## config.mk

```make
export PLATFORM = sky130hd
export DESIGN_NAME = xs_lane_rng
export DESIGN_NICKNAME = d
export VERILOG_FILES = /design/src/rtl/xs_rng_pkg.sv /design/src/rtl/xs_mix.sv /design/src/rtl/xs_moddiv.sv /design/src/rtl/xs_lane_rng.sv
export SDC_FILE = /design/constraint.sdc
export NUM_CORES = 1
export LEC_CHECK = 0
export ABC_AREA = 1
export BUFFER_PORTS_ARGS = -buffer_cell sky130_fd_sc_hd__buf_2
export CORE_MARGIN = 2
export CORE_UTILIZATION = 55
export DETAILED_ROUTE_END_ITERATION = 10
export GPL_TIMING_DRIVEN = 0
export PLACE_DENSITY = 0.78
export SYNTH_ARGS = -nofsm -noshare
export SYNTH_HDL_FRONTEND = slang
export SYNTH_HIERARCHICAL = 1
export SYNTH_SLANG_ARGS = --single-unit
export TNS_END_PERCENT = 20
```

## constraint.sdc

```tcl
create_clock -name clk -period 2.35 [get_ports clk]
set_input_delay 0 -clock clk [delete_from_list [all_inputs] [get_ports clk]]
set_output_delay 0 -clock clk [all_outputs]
set_load 0.02 [all_outputs]
```

## src/rtl/xs_rng_pkg.sv

```systemverilog
// Package: widths and shift amounts shared by the generator blocks.
// Assumes the data width is larger than every shift amount.
package xs_rng_pkg;
    localparam int DATA_W  = 32;
    localparam int SHL_A   = 11;
    localparam int SHR_B   = 19;
    localparam int SHR_C   = 8;
endpackage

```

## src/rtl/xs_mix.sv

```systemverilog
// Combinational mixer: adds a lane offset to the state and applies the
// three-shift xor scramble. Assumes W > each shift amount.
module xs_mix
    import xs_rng_pkg::*;
#(
    parameter int W      = DATA_W,
    parameter int LANE_W = 8
) (
    input  logic [W-1:0]      state_i,
    input  logic [LANE_W-1:0] lane_i,
    output logic [W-1:0]      mix_o
);
    logic [W-1:0] pre;
    logic [W-1:0] tmp;

    // Offset the state by the lane, then scramble it.
    always_comb begin
        pre   = state_i + W'(lane_i);
        tmp   = pre ^ (pre << SHL_A);
        mix_o = pre ^ (pre >> SHR_B) ^ tmp ^ (tmp >> SHR_C);
    end
endmodule

```

## src/rtl/xs_moddiv.sv

```systemverilog
// Iterative remainder unit: one quotient bit per cycle, W cycles per
// operation. Assumes divisor is nonzero and start only arrives when idle.
module xs_moddiv #(
    parameter int W = 32
) (
    input  logic         clk,
    input  logic         rst_n,
    input  logic         start_i,
    input  logic [W-1:0] dividend_i,
    input  logic [W-1:0] divisor_i,
    output logic         busy_o,
    output logic         done_o,
    output logic [W-1:0] rem_o
);
    localparam int CNT_W = $clog2(W + 1);

    logic [W-1:0]     rem_q, dq_q, den_q;
    logic [CNT_W-1:0] cnt_q;
    logic [W:0]       trial;
    logic [W-1:0]     rem_next;

    // Shift the next dividend bit in and conditionally subtract.
    always_comb begin
        trial    = {rem_q, dq_q[W-1]};
        rem_next = (trial >= {1'b0, den_q}) ? W'(trial - {1'b0, den_q}) : trial[W-1:0];
    end

    // Sequence the iterations and emit a one-cycle done pulse.
    always_ff @(posedge clk) begin
        if (!rst_n) begin
            rem_q  <= '0;
            dq_q   <= '0;
            den_q  <= '0;
            cnt_q  <= '0;
            busy_o <= 1'b0;
            done_o <= 1'b0;
        end else begin
            done_o <= 1'b0;
            if (start_i) begin
                rem_q  <= '0;
                dq_q   <= dividend_i;
                den_q  <= divisor_i;
                cnt_q  <= CNT_W'(W);
                busy_o <= 1'b1;
            end else if (busy_o) begin
                rem_q <= rem_next;
                dq_q  <= dq_q << 1;
                cnt_q <= cnt_q - 1'b1;
                if (cnt_q == CNT_W'(1)) begin
                    busy_o <= 1'b0;
                    done_o <= 1'b1;
                end
            end
        end
    end

    assign rem_o = rem_q;

    // the top must never start a new operation while one is running.
    a_r10_no_start_busy: assert property (@(posedge clk) disable iff (!rst_n)
        start_i |-> !busy_o);

    // a finished remainder is always below the divisor.
    a_r6_rem_below: assert property (@(posedge clk) disable iff (!rst_n)
        done_o |-> (rem_o < den_q));
endmodule

```

## src/rtl/xs_lane_rng.sv

```systemverilog
// Top: shared-state random generator. Seed load has priority over a
// request; nonzero ranges go through the iterative remainder unit,
// a zero range returns the raw word next cycle with an error flag.
module xs_lane_rng
    import xs_rng_pkg::*;
#(
    parameter int          LANE_W     = 8,
    parameter logic [31:0] RESET_SEED = 32'h0000_0001
) (
    input  logic              clk,
    input  logic              rst_n,
    input  logic              seed_load,
    input  logic [31:0]       seed_value,
    input  logic              req_valid,
    input  logic [LANE_W-1:0] req_lane,
    input  logic [31:0]       req_range,
    output logic              req_ready,
    output logic              out_valid,
    output logic [31:0]       out_value,
    output logic              out_err
);
    localparam int W = DATA_W;

    logic [W-1:0] state_q, mixed, div_rem, raw_q;
    logic         accept, div_start, div_busy, div_done, raw_v_q;

    xs_mix #(.W(W), .LANE_W(LANE_W)) u_mix (
        .state_i (state_q),
        .lane_i  (req_lane),
        .mix_o   (mixed)
    );

    xs_moddiv #(.W(W)) u_div (
        .clk        (clk),
        .rst_n      (rst_n),
        .start_i    (div_start),
        .dividend_i (mixed),
        .divisor_i  (req_range),
        .busy_o     (div_busy),
        .done_o     (div_done),
        .rem_o      (div_rem)
    );

    // Accept a request only when idle and no seed load competes.
    always_comb begin
        req_ready = !div_busy;
        accept    = req_valid && req_ready && !seed_load;
        div_start = accept && (req_range != '0);
    end

    // Update the shared state: seed first, then accepted requests.
    always_ff @(posedge clk) begin
        if (!rst_n)
            state_q <= RESET_SEED;
        else if (seed_load)
            state_q <= seed_value;
        else if (accept)
            state_q <= mixed;
    end

    // Register the raw word for zero-range requests.
    always_ff @(posedge clk) begin
        if (!rst_n) begin
            raw_v_q <= 1'b0;
            raw_q   <= '0;
        end else begin
            raw_v_q <= accept && (req_range == '0);
            if (accept) raw_q <= mixed;
        end
    end

    // Merge the two result paths onto the output.
    always_comb begin
        out_valid = raw_v_q | div_done;
        out_value = raw_v_q ? raw_q : div_rem;
        out_err   = raw_v_q;
    end

    // a seed load lands in the state on the next cycle.
    a_r2_seed_write: assert property (@(posedge clk) disable iff (!rst_n)
        seed_load |=> (state_q == $past(seed_value)));

    // a colliding request yields no result pulse.
    a_r8_seed_wins: assert property (@(posedge clk) disable iff (!rst_n)
        (seed_load && req_valid && req_ready) |=> !out_valid);

    // the error flag only ever accompanies a result.
    a_r7_err_with_valid: assert property (@(posedge clk) disable iff (!rst_n)
        out_err |-> out_valid);
endmodule

```

### After elaboration in Yosys (flattened, before gate mapping)

Cells that the tools add are included.
Widths: inputs -> output; s select.

* memories kept: 0
* RAM bits: 0
* memory bits (read-only): 0
* register bits: 169
* bits in latches: 0
* bits of input ports: 76

* reductions and logical operators: 12
* bitwise logic cells: 7
* divide/modulo/power cells: 0
* muxes and demuxes: 12
* $lt $le $gt $ge: 1
* add/subtract/negate cells: 3
* multipliers: 0
* shifts and indexed selects: 0
* eq/ne operators: 1

Operator list (number)
* $mux 32: 6
* $xor 32x32->32: 2
* $ge 33x32->1: 1
* $add 32x8->32: 1
* $logic_not 32->1: 1
* $reduce_bool 32->1: 1
* $sub 32x32->32: 1
* $xor 32x13->32: 1
* $xor 32x24->32: 1
* $mux 6: 2
* $eq 6x1->1 const B: 1
* $sub 6x1->6 const B: 1
* $logic_and 1x1->1: 4
* $mux 1: 4
* $reduce_bool 2->1: 2
* $reduce_or 3->1: 1
* $logic_not 1->1: 2
* $not 1->1: 2
* $reduce_or 2->1: 1
* $or 1x1->1: 1

### Depth between registers and ports, before layout

Gate-level depths: netlist of run 1.

* depth in word-level cells: 6
* gate-level depth with buffers: 18

### Cells and area by module

Netlist of run 1, hierarchy kept.

By module, submodules not included
* xs_moddiv: cells each 1073, area an instance 6892.9 um2, instances 1
* xs_lane_rng: cells each 421, area an instance 2819.0 um2, instances 1
* xs_mix: cells each 411, area an instance 2028.2 um2, instances 1

### Worst setup path after synthesis of run 1

Ideal clock, no wire load.

* path type: register -> register
* from: register state_q[0]
* to: register u_div.dq_q[13]
* data required time: 2.232 ns
* stages on the path, launching flop included: 16
* arrival: 2.063 ns
* library setup time: 0.118 ns
* path buffers: 0
* path slack: 0.169 ns
* cell sequence: dfxtp_1 ha_1 fa_1 nand2_1 a21oi_2 nand2_1 nand2_4 nand2_1 xor2_1 inv_1 nand2_1 nand2_1 nand2_1 nand2_1 o221ai_1 nor2_1

* cells in the longest elaborated chain, start to end: 5
* elaborated cells between the ends (all ways): 6
* classes of those cells: add/sub: 1; mux: 1; bitwise: 4

Ends and longest elaborated chain
* start, declared: line xs_lane_rng.sv:24 `logic [W-1:0] state_q, mixed, div_rem, raw_q;`
* start signal, assigned: line xs_lane_rng.sv:56 `state_q <= seed_value;`
* start signal, assigned: line xs_lane_rng.sv:58 `state_q <= mixed;`
* $add 32x8->32 (*): line xs_mix.sv:18 `pre = state_i + W'(lane_i);`
* $xor 32x13->32 or $xor 32x32->32 (tied branches): line xs_mix.sv:20, xs_mix.sv:19
* $xor 32x32->32: line xs_mix.sv:20 `mix_o = pre ^ (pre >> SHR_B) ^ tmp ^ (tmp >> SHR_C);`
* $xor 32x24->32 (*): line xs_mix.sv:20
* via mixed[13]: line xs_lane_rng.sv:24
* $mux 32 (*): line xs_moddiv.sv:39 `if (start_i) begin`
* end signal, assigned: line xs_moddiv.sv:41 `dq_q <= dividend_i;`
* end signal, assigned: line xs_moddiv.sv:47 `dq_q <= dq_q << 1;`
* end, declared: line xs_moddiv.sv:17 `logic [W-1:0] rem_q, dq_q, den_q;`

The timed path passes the listed nets; every way through them passes the cells marked *.
A chain may end at the register's enable or synchronous reset.

### Final worst setup path of run 1

* from: register state_q[0]
* to: register state_q[14]

* cells in the longest elaborated chain, start to end: 6
* elaborated cells between the ends (all ways): 7
* classes of those cells: add/sub: 1; mux: 2; bitwise: 4

Ends and longest elaborated chain
* $add 32x8->32 (*): line xs_mix.sv:18
* $xor 32x13->32 or $xor 32x32->32 (tied branches): line xs_mix.sv:20, xs_mix.sv:19
* $xor 32x32->32: line xs_mix.sv:20
* $xor 32x24->32 (*): line xs_mix.sv:20
* via mixed[14]: line xs_lane_rng.sv:24
* $mux 32 (*): line xs_lane_rng.sv:57 `else if (accept)`
* $mux 32 (*): line xs_lane_rng.sv:55 `else if (seed_load)`

The timed path passes the listed nets; every way through them passes the cells marked *. The select of a mux whose other input is x is not followed.

==> impl_metrics.tcl, run 1 <==
set metrics [dict create \
    status "completed" \
    ys.flop_type "dfxtp_1" \
    finalSetupTns_ns 0 \
    setup_viol 0 \
    layout_common_cells "670 x nand2_1, 215 x inv_1, 155 x dfxtp_1" \
    initial_core_util 0.560 \
    dp_cells 2289 \
    netlist_instances 1905 \
    cellPowerDensity_mw_per_mm2 666 \
    critPathKind "register to register" \
    finalWirelength_um 43200 \
    seq_area_frac_synth 0.288 \
    max_freq_mhz 429 \
    p_comb_frac 0.351 \
    whs_path_depth 4 \
    crit-reg2reg-launch "state_q[0]" \
    hold_class "input port to register" \
    cts_root_buf "clkbuf_16" \
    yosysUniqueCellTypes 47 \
    cts_tree "done" \
    h-tree-depth 4 \
    via_per_inst 5.68 \
    fillerInstances 1763 \
    grt_pass1_wl_um 64400 \
    insertion_delay_ns 0.45 \
    synth.yosys.warnings 6 \
    start_kind "register" \
    vias 13688 \
    required_ns 2.72 \
    dieWidth_um 150 \
    p_int_mw 5.89 \
    mostFrequentLayoutCell "nand2_1" \
    grtUsageTotal 0.370 \
    skew_ns 0.0186 \
    p_leak_nw 7.17 \
    worstRegToRegCells 13 \
    synth_edf_count 0 \
    die-area_mm2 0.0225 \
    areaGrowthSynthToFinish_pct 26.7 \
    fp.dieH_um 150 \
    pwr-share-seq 0.334 \
    fin_crit_ns 2.33 \
    grt_pass1_vias 12641 \
    cp_max_fo 4 \
    rows 53 \
    rsz0062_at_grt "yes" \
    final_area_mm2 0.0149 \
    drtPass1Iterations 7 \
    drive_above_1_share 0.189 \
    maxCapViolCount 0 \
    numCtsBuffers 17 \
    synth_nets 2025 \
    worstSetupEndpointType "register" \
    critPathLaunch "state_q[0]" \
    whs_ns 0.139 \
    port_buffers 109 \
    power_switching_share 0.406 \
    core-area_mm2 0.0210 \
    first_iter_violations 1261 \
    grt_overflow_total 0 \
    ys_seq_elements 169 \
    antenna_left 0 \
    cp_data_arrival_time_ns 2.70 \
    finalCritPeriodShare 0.992 \
    hp-start "seed_load" \
    syn_avg_cell_area_um2 6.16 \
    worst_pin_slew_ns 0.767 \
    p_sw_mw 4.03 \
    clock_sinks 169 \
    hold_viol 0 \
    stdcell_count 2409 \
    drcViolationCount 0 \
    antenna_found_initial 0 \
    relSlewSlack 0.489 \
    dp_hpwl_um 31600 \
    finish.utilization 0.710 \
    wire_per_inst_um 17.9 \
    clockPowerShare 0.314 \
    grt_max_degree 24 \
    io_pins 111 \
    postPlaceCellArea_mm2 0.0126 \
    cts_buffer_depth 2 \
    finalMaxSlewViolations 0 \
    ir_drop_mv 0.594 \
    clk_pin_slew_worst_paths_ns 0.08 \
    synthesis.area_mm2 0.0117 \
    async_flop_share 0 \
    antenna_cells 0 \
    layout.nets 2241 \
    gp_congestion 0.970 \
]
==> repair_timing <==
action,in CTS,in global routing
endpoints found under the hold margin,65,0
hold buffers,69,0
resized for setup,59,144
pin swaps,11,36
setup endpoints to repair,142,147
buffers inserted,6,13
==> power by group through the flow <==
| stage | sequential, mW | combinational (mW) | clock [mW] |
|---|---|---|---|
| 2_1_floorplan | 3.27 | 2.18 | 0 |
| 3_3_place_gp | 3.34 | 2.91 | 0 |
| 3_5_place_dp | 3.34 | 2.96 | 0 |
| 4_1_cts | 3.29 | 3.15 | 3.10 |
| 5_1_grt | 3.33 | 3.79 | 3.22 |
| 6_report | 3.31 | 3.48 | 3.12 |
==> flip-flops by register name, indices dropped and copies added, names as in the netlist <==
| name | flops |
|---|---|
| out_err | 1 |
| u_div/dq_q | 32 |
| u_div/den_q | 32 |
| state_q | 32 |
| u_div/busy_o | 1 |
| raw_q | 32 |
| u_div/rem_o | 32 |
| u_div/done_o | 1 |
| u_div/cnt_q | 6 |
==> cells in the mapped netlist, drive strengths merged, types with 4 or more instances <==
| library cell | number | area share |
|---|---|---|
| nor2 | 133 | 0.046 |
| xnor2 | 25 | 0.019 |
| nand2 | 752 | 0.25 |
| clkinv | 4 | 0.0013 |
| ha | 42 | 0.045 |
| xor2 | 8 | 0.0066 |
| nand3 | 123 | 0.056 |
| a21oi | 122 | 0.053 |
| dfxtp | 169 | 0.29 |
| clkbuf | 42 | 0.014 |
| o21ai | 39 | 0.017 |
| nand4 | 11 | 0.0069 |
| nand3b | 47 | 0.030 |
| and2 | 5 | 0.0027 |
| a31oi | 31 | 0.017 |
| inv | 229 | 0.073 |
| o221ai | 28 | 0.021 |
| buf | 29 | 0.020 |
| nor3 | 45 | 0.021 |
==> final timing paths <==
path,endpoint,slack (ns)
setup reg to reg,state_q[14],0.02
hold / removal,state_q[19],0.14
hold reg to reg,raw_q[19],0.46
setup / recovery,state_q[14],0.02
==> routing by layer <==
metal | wire length, um | up-vias | part of all wire | track usage
li1 | - | 6525 | - | -
met1 | 16500 | 6238 | 0.38 | 0.430
met2 | 20800 | 748 | 0.48 | 0.639
met3 | 3020 | 177 | 0.070 | 0.0506
met4 | 2850 | 0 | 0.066 | 0.236
met5 | 0 | - | 0 | 0
==> cell families after synthesis <==
family | count (synthesis) | share of synthesized area
simple gates | 1125 | 0.413
xor+xnor | 35 | 0.0298
fa+ha+maj | 44 | 0.0482
compound gates | 226 | 0.111
flops | 169 | 0.288
buf+inv | 306 | 0.110
==> metrics by stage <==
step                      power (mW)  setup slack [ns]
after floorplan                 5.45             0.169
after global placement          6.24            -0.763
after detailed placement        6.30            -0.758
after CTS                       9.54           -0.0215
after global routing            10.3           -0.0520
final                           9.92            0.0177
==> cell type report <==
type	instances	area [um^2]	share of cell area
clock inverters	15	235	0.0158
inverters	233	875	0.0588
well taps	275	344	0.0231
plain buffers	73	449	0.0302
repair buffers	197	1390	0.0935
multi-input cells	1430	7760	0.521
flip-flops and latches	169	3400	0.229
clock buffers	17	425	0.0286
==> critical path, stage by stage (launching register included) <==
cell and delay [ns]:
dfxtp_2 0.34, ha_4 0.16, fa_2 0.37, nand2_4 0.10, nand2_2 0.06, nand3_2 0.11
nand2_4 0.08, nand3b_1 0.09, nand2_1 0.11, xnor2_2 0.31, nand3_1 0.14, nand2_2 0.12
nand2_2 0.10, a31oi_1 0.16
Power figures use the tool's default switching activity.
==> run 2: changes to the inputs <==
--- a/config.mk
+++ b/config.mk
@@ -5,7 +5,6 @@
 export SDC_FILE = /design/constraint.sdc
 export NUM_CORES = 1
 export LEC_CHECK = 0
-export ABC_AREA = 1
 export BUFFER_PORTS_ARGS = -buffer_cell sky130_fd_sc_hd__buf_2
 export CORE_MARGIN = 2
 export CORE_UTILIZATION = 55
==> impl_metrics.tcl, run 2 <==
set metrics [dict create \
    fp.dieH_um 147 \
    synth_nets 1347 \
    crit-reg2reg-launch "state_q[0]" \
    finalWirelength_um 38900 \
    finalMaxSlewViolations 0 \
    setup_viol 119 \
    via_per_inst 6.15 \
    cellPowerDensity_mw_per_mm2 765 \
    dieWidth_um 147 \
    dp_slack_ns -0.897 \
    dp_hpwl_um 23700 \
    grt_max_degree 17 \
    postPlaceCellArea_mm2 0.0122 \
    fin_crit_ns 3.19 \
    grt_pass1_vias 10319 \
    clock_sinks 169 \
    cts_tree "done" \
    initial_core_util 0.558 \
    hp-start "req_valid" \
    maxCapViolCount 0 \
    finalCritPeriodShare 1.36 \
    yosys.area.top_type "dfxtp_1" \
    synth_top_area_frac 0.302 \
    antenna_left 0 \
    hold_class "input port to register" \
    required_ns 2.69 \
    vias 10785 \
    p_leak_nw 6.29 \
    synth_edf_count 0 \
    layout_common_cells "150 x dfxtp_1, 120 x buf_2, 94 x nand2_1" \
    ir_drop_mv 0.607 \
    r2r_slack_ns -0.84 \
    setup_ws_ns -0.836 \
    areaGrowthSynthToFinish_pct 32.5 \
    rsz0062_at_grt "yes" \
    die-area_mm2 0.0215 \
    netlist_instances 1227 \
    drive_above_1_share 0.305 \
    relSlewSlack 0.452 \
    ys.flop_type "dfxtp_1" \
    fillerInstances 1342 \
    final_area_mm2 0.0149 \
    worstRegToRegCells 11 \
    grt_overflow_total 0 \
    seq_area_frac_synth 0.302 \
    yosysUniqueCellTypes 91 \
    holdPathEnd "raw_q[0]" \
    status "finished, violations left" \
    whs_ns 0.0706 \
    cts_root_buf "clkbuf_16" \
    mostFrequentLayoutCell "dfxtp_1" \
    start_kind "register" \
    whs_path_depth 4 \
    synth.yosys.warnings 6 \
    port_buffers 110 \
    ys_seq_elements 169 \
    grtUsageTotal 0.334 \
    syn_avg_cell_area_um2 9.14 \
    h-tree-depth 4 \
    dp_cells 1607 \
    core-area_mm2 0.0201 \
    cp_data_arrival_time_ns 3.53 \
    grt_pass1_wl_um 56300 \
    worst_pin_slew_ns 0.822 \
    insertion_delay_ns 0.44 \
    finalSetupTns_ns -55.59 \
    finish.utilization 0.739 \
    gp_congestion 0.981 \
    violations "negative setup slack" \
    cp_max_fo 5 \
    wire_per_inst_um 22.2 \
    numCtsBuffers 17 \
    stdcell_count 1754 \
    antenna_found_initial 1 \
    worstSetupEndpointType "register" \
    power_mw 11.4 \
    drcViolationCount 0 \
    max_freq_mhz 314 \
    io_pins 111 \
    synthTopCellsByCount "169 x dfxtp_1, 100 x nand2_1, 87 x mux2i_1" \
    cts_buffer_depth 2 \
    async_flop_share 0 \
    post-synth-top-count-cell "dfxtp_1" \
    critPathKind "register to register" \
    rows 52 \
    hold_viol 0 \
    skew_ns 0.00970 \
    layout.nets 1591 \
    drtPass1Iterations 8 \
    reg2reg_to "state_q[23]" \
    first_iter_violations 1133 \
    synth_area_leaders "dfxtp_1 30%, mux2i_1 7.8%, ha_1 4.7%" \
    clk_pin_slew_worst_paths_ns 0.07 \
    synthesis.area_mm2 0.0112 \
]
[run 2: cell count changes in the layout (fill, tap and decap cells not counted), moves of 35 or more]
| cell | change |
|---|---|
| nand3_1 | -88 |
| inv_1 | -168 |
| mux2i_1 | +87 |
| nand2_2 | -61 |
| nand3b_1 | -43 |
| o21ai_1 | +51 |
| nor2_1 | -94 |
| nand2_1 | -576 |
| a21oi_1 | -58 |
| nor2b_1 | +38 |
| nand2b_1 | +35 |
[run 2: final cells by class]
class	instances	area [um^2]	share of cell area
diodes	1	2.50	0.000168
multi-input cells	934	8210	0.552
plain buffers	75	488	0.0328
flip-flops and latches	169	3410	0.229
inverters	49	184	0.0124
well taps	270	338	0.0227
clock buffers	19	443	0.0298
clock inverters	12	116	0.00783
repair buffers	225	1670	0.113
[run 2: routing by layer]
layer,share of wire,GRT usage,vias to the layer above
met3,0.081,0.0602,191
met5,0,0,-
li1,-,-,4845
met4,0.064,0.167,0
met1,0.38,0.413,5120
met2,0.47,0.562,629
[run 2: critical path, cell delays in order (launching register included)]
cell and delay [ns]:
dfxtp_2 0.34, ha_4 0.18, fa_2 0.39, a211oi_4 0.35, o211ai_4 0.19, nand3_2 0.19, xor2_4 0.29, buf_4 0.18
xor2_1 0.24, xnor2_1 0.20, mux2_1 0.32, o211a_1 0.21
[run 2: report_power, final]
group | internal [mW] | switching, mW
logic | 2.49 | 2.69
registers | 3.11 | 0.285
clock network | 1.50 | 1.29
[run 2: worst max path at each step]
stage,start,endpoint
final,state_q[0],state_q[23]
after global routing,state_q[0],state_q[23]
after CTS,u_div/den_q[16],u_div/rem_o[22]
after detailed placement,u_div/busy_o,u_div/dq_q[31]
after global placement,u_div/busy_o,u_div/dq_q[1]
after floorplan,state_q[0],state_q[12]
[run 2: logic make-up after synthesis]
kind of cell | after synthesis | synth area share
and+or+nand+nor | 327 | 0.168
buffers and inverters | 125 | 0.0583
muxes | 150 | 0.149
AOI/OAI and AO/OA | 319 | 0.193
xor gates and xnor gates | 93 | 0.0803
adders and majority gates | 44 | 0.0504
DFF | 169 | 0.302
[run 2: what timing repair did]
| action | CTS | global route |
|---|---|---|
| gates cloned | 1 | 2 |
| buffers inserted | 35 | 14 |
| setup endpoints to repair | 157 | 132 |
| hold buffers | 66 | 0 |
| resized for setup | 113 | 64 |
| pin swaps | 37 | 24 |
| endpoints found under the hold margin | 65 | 0 |
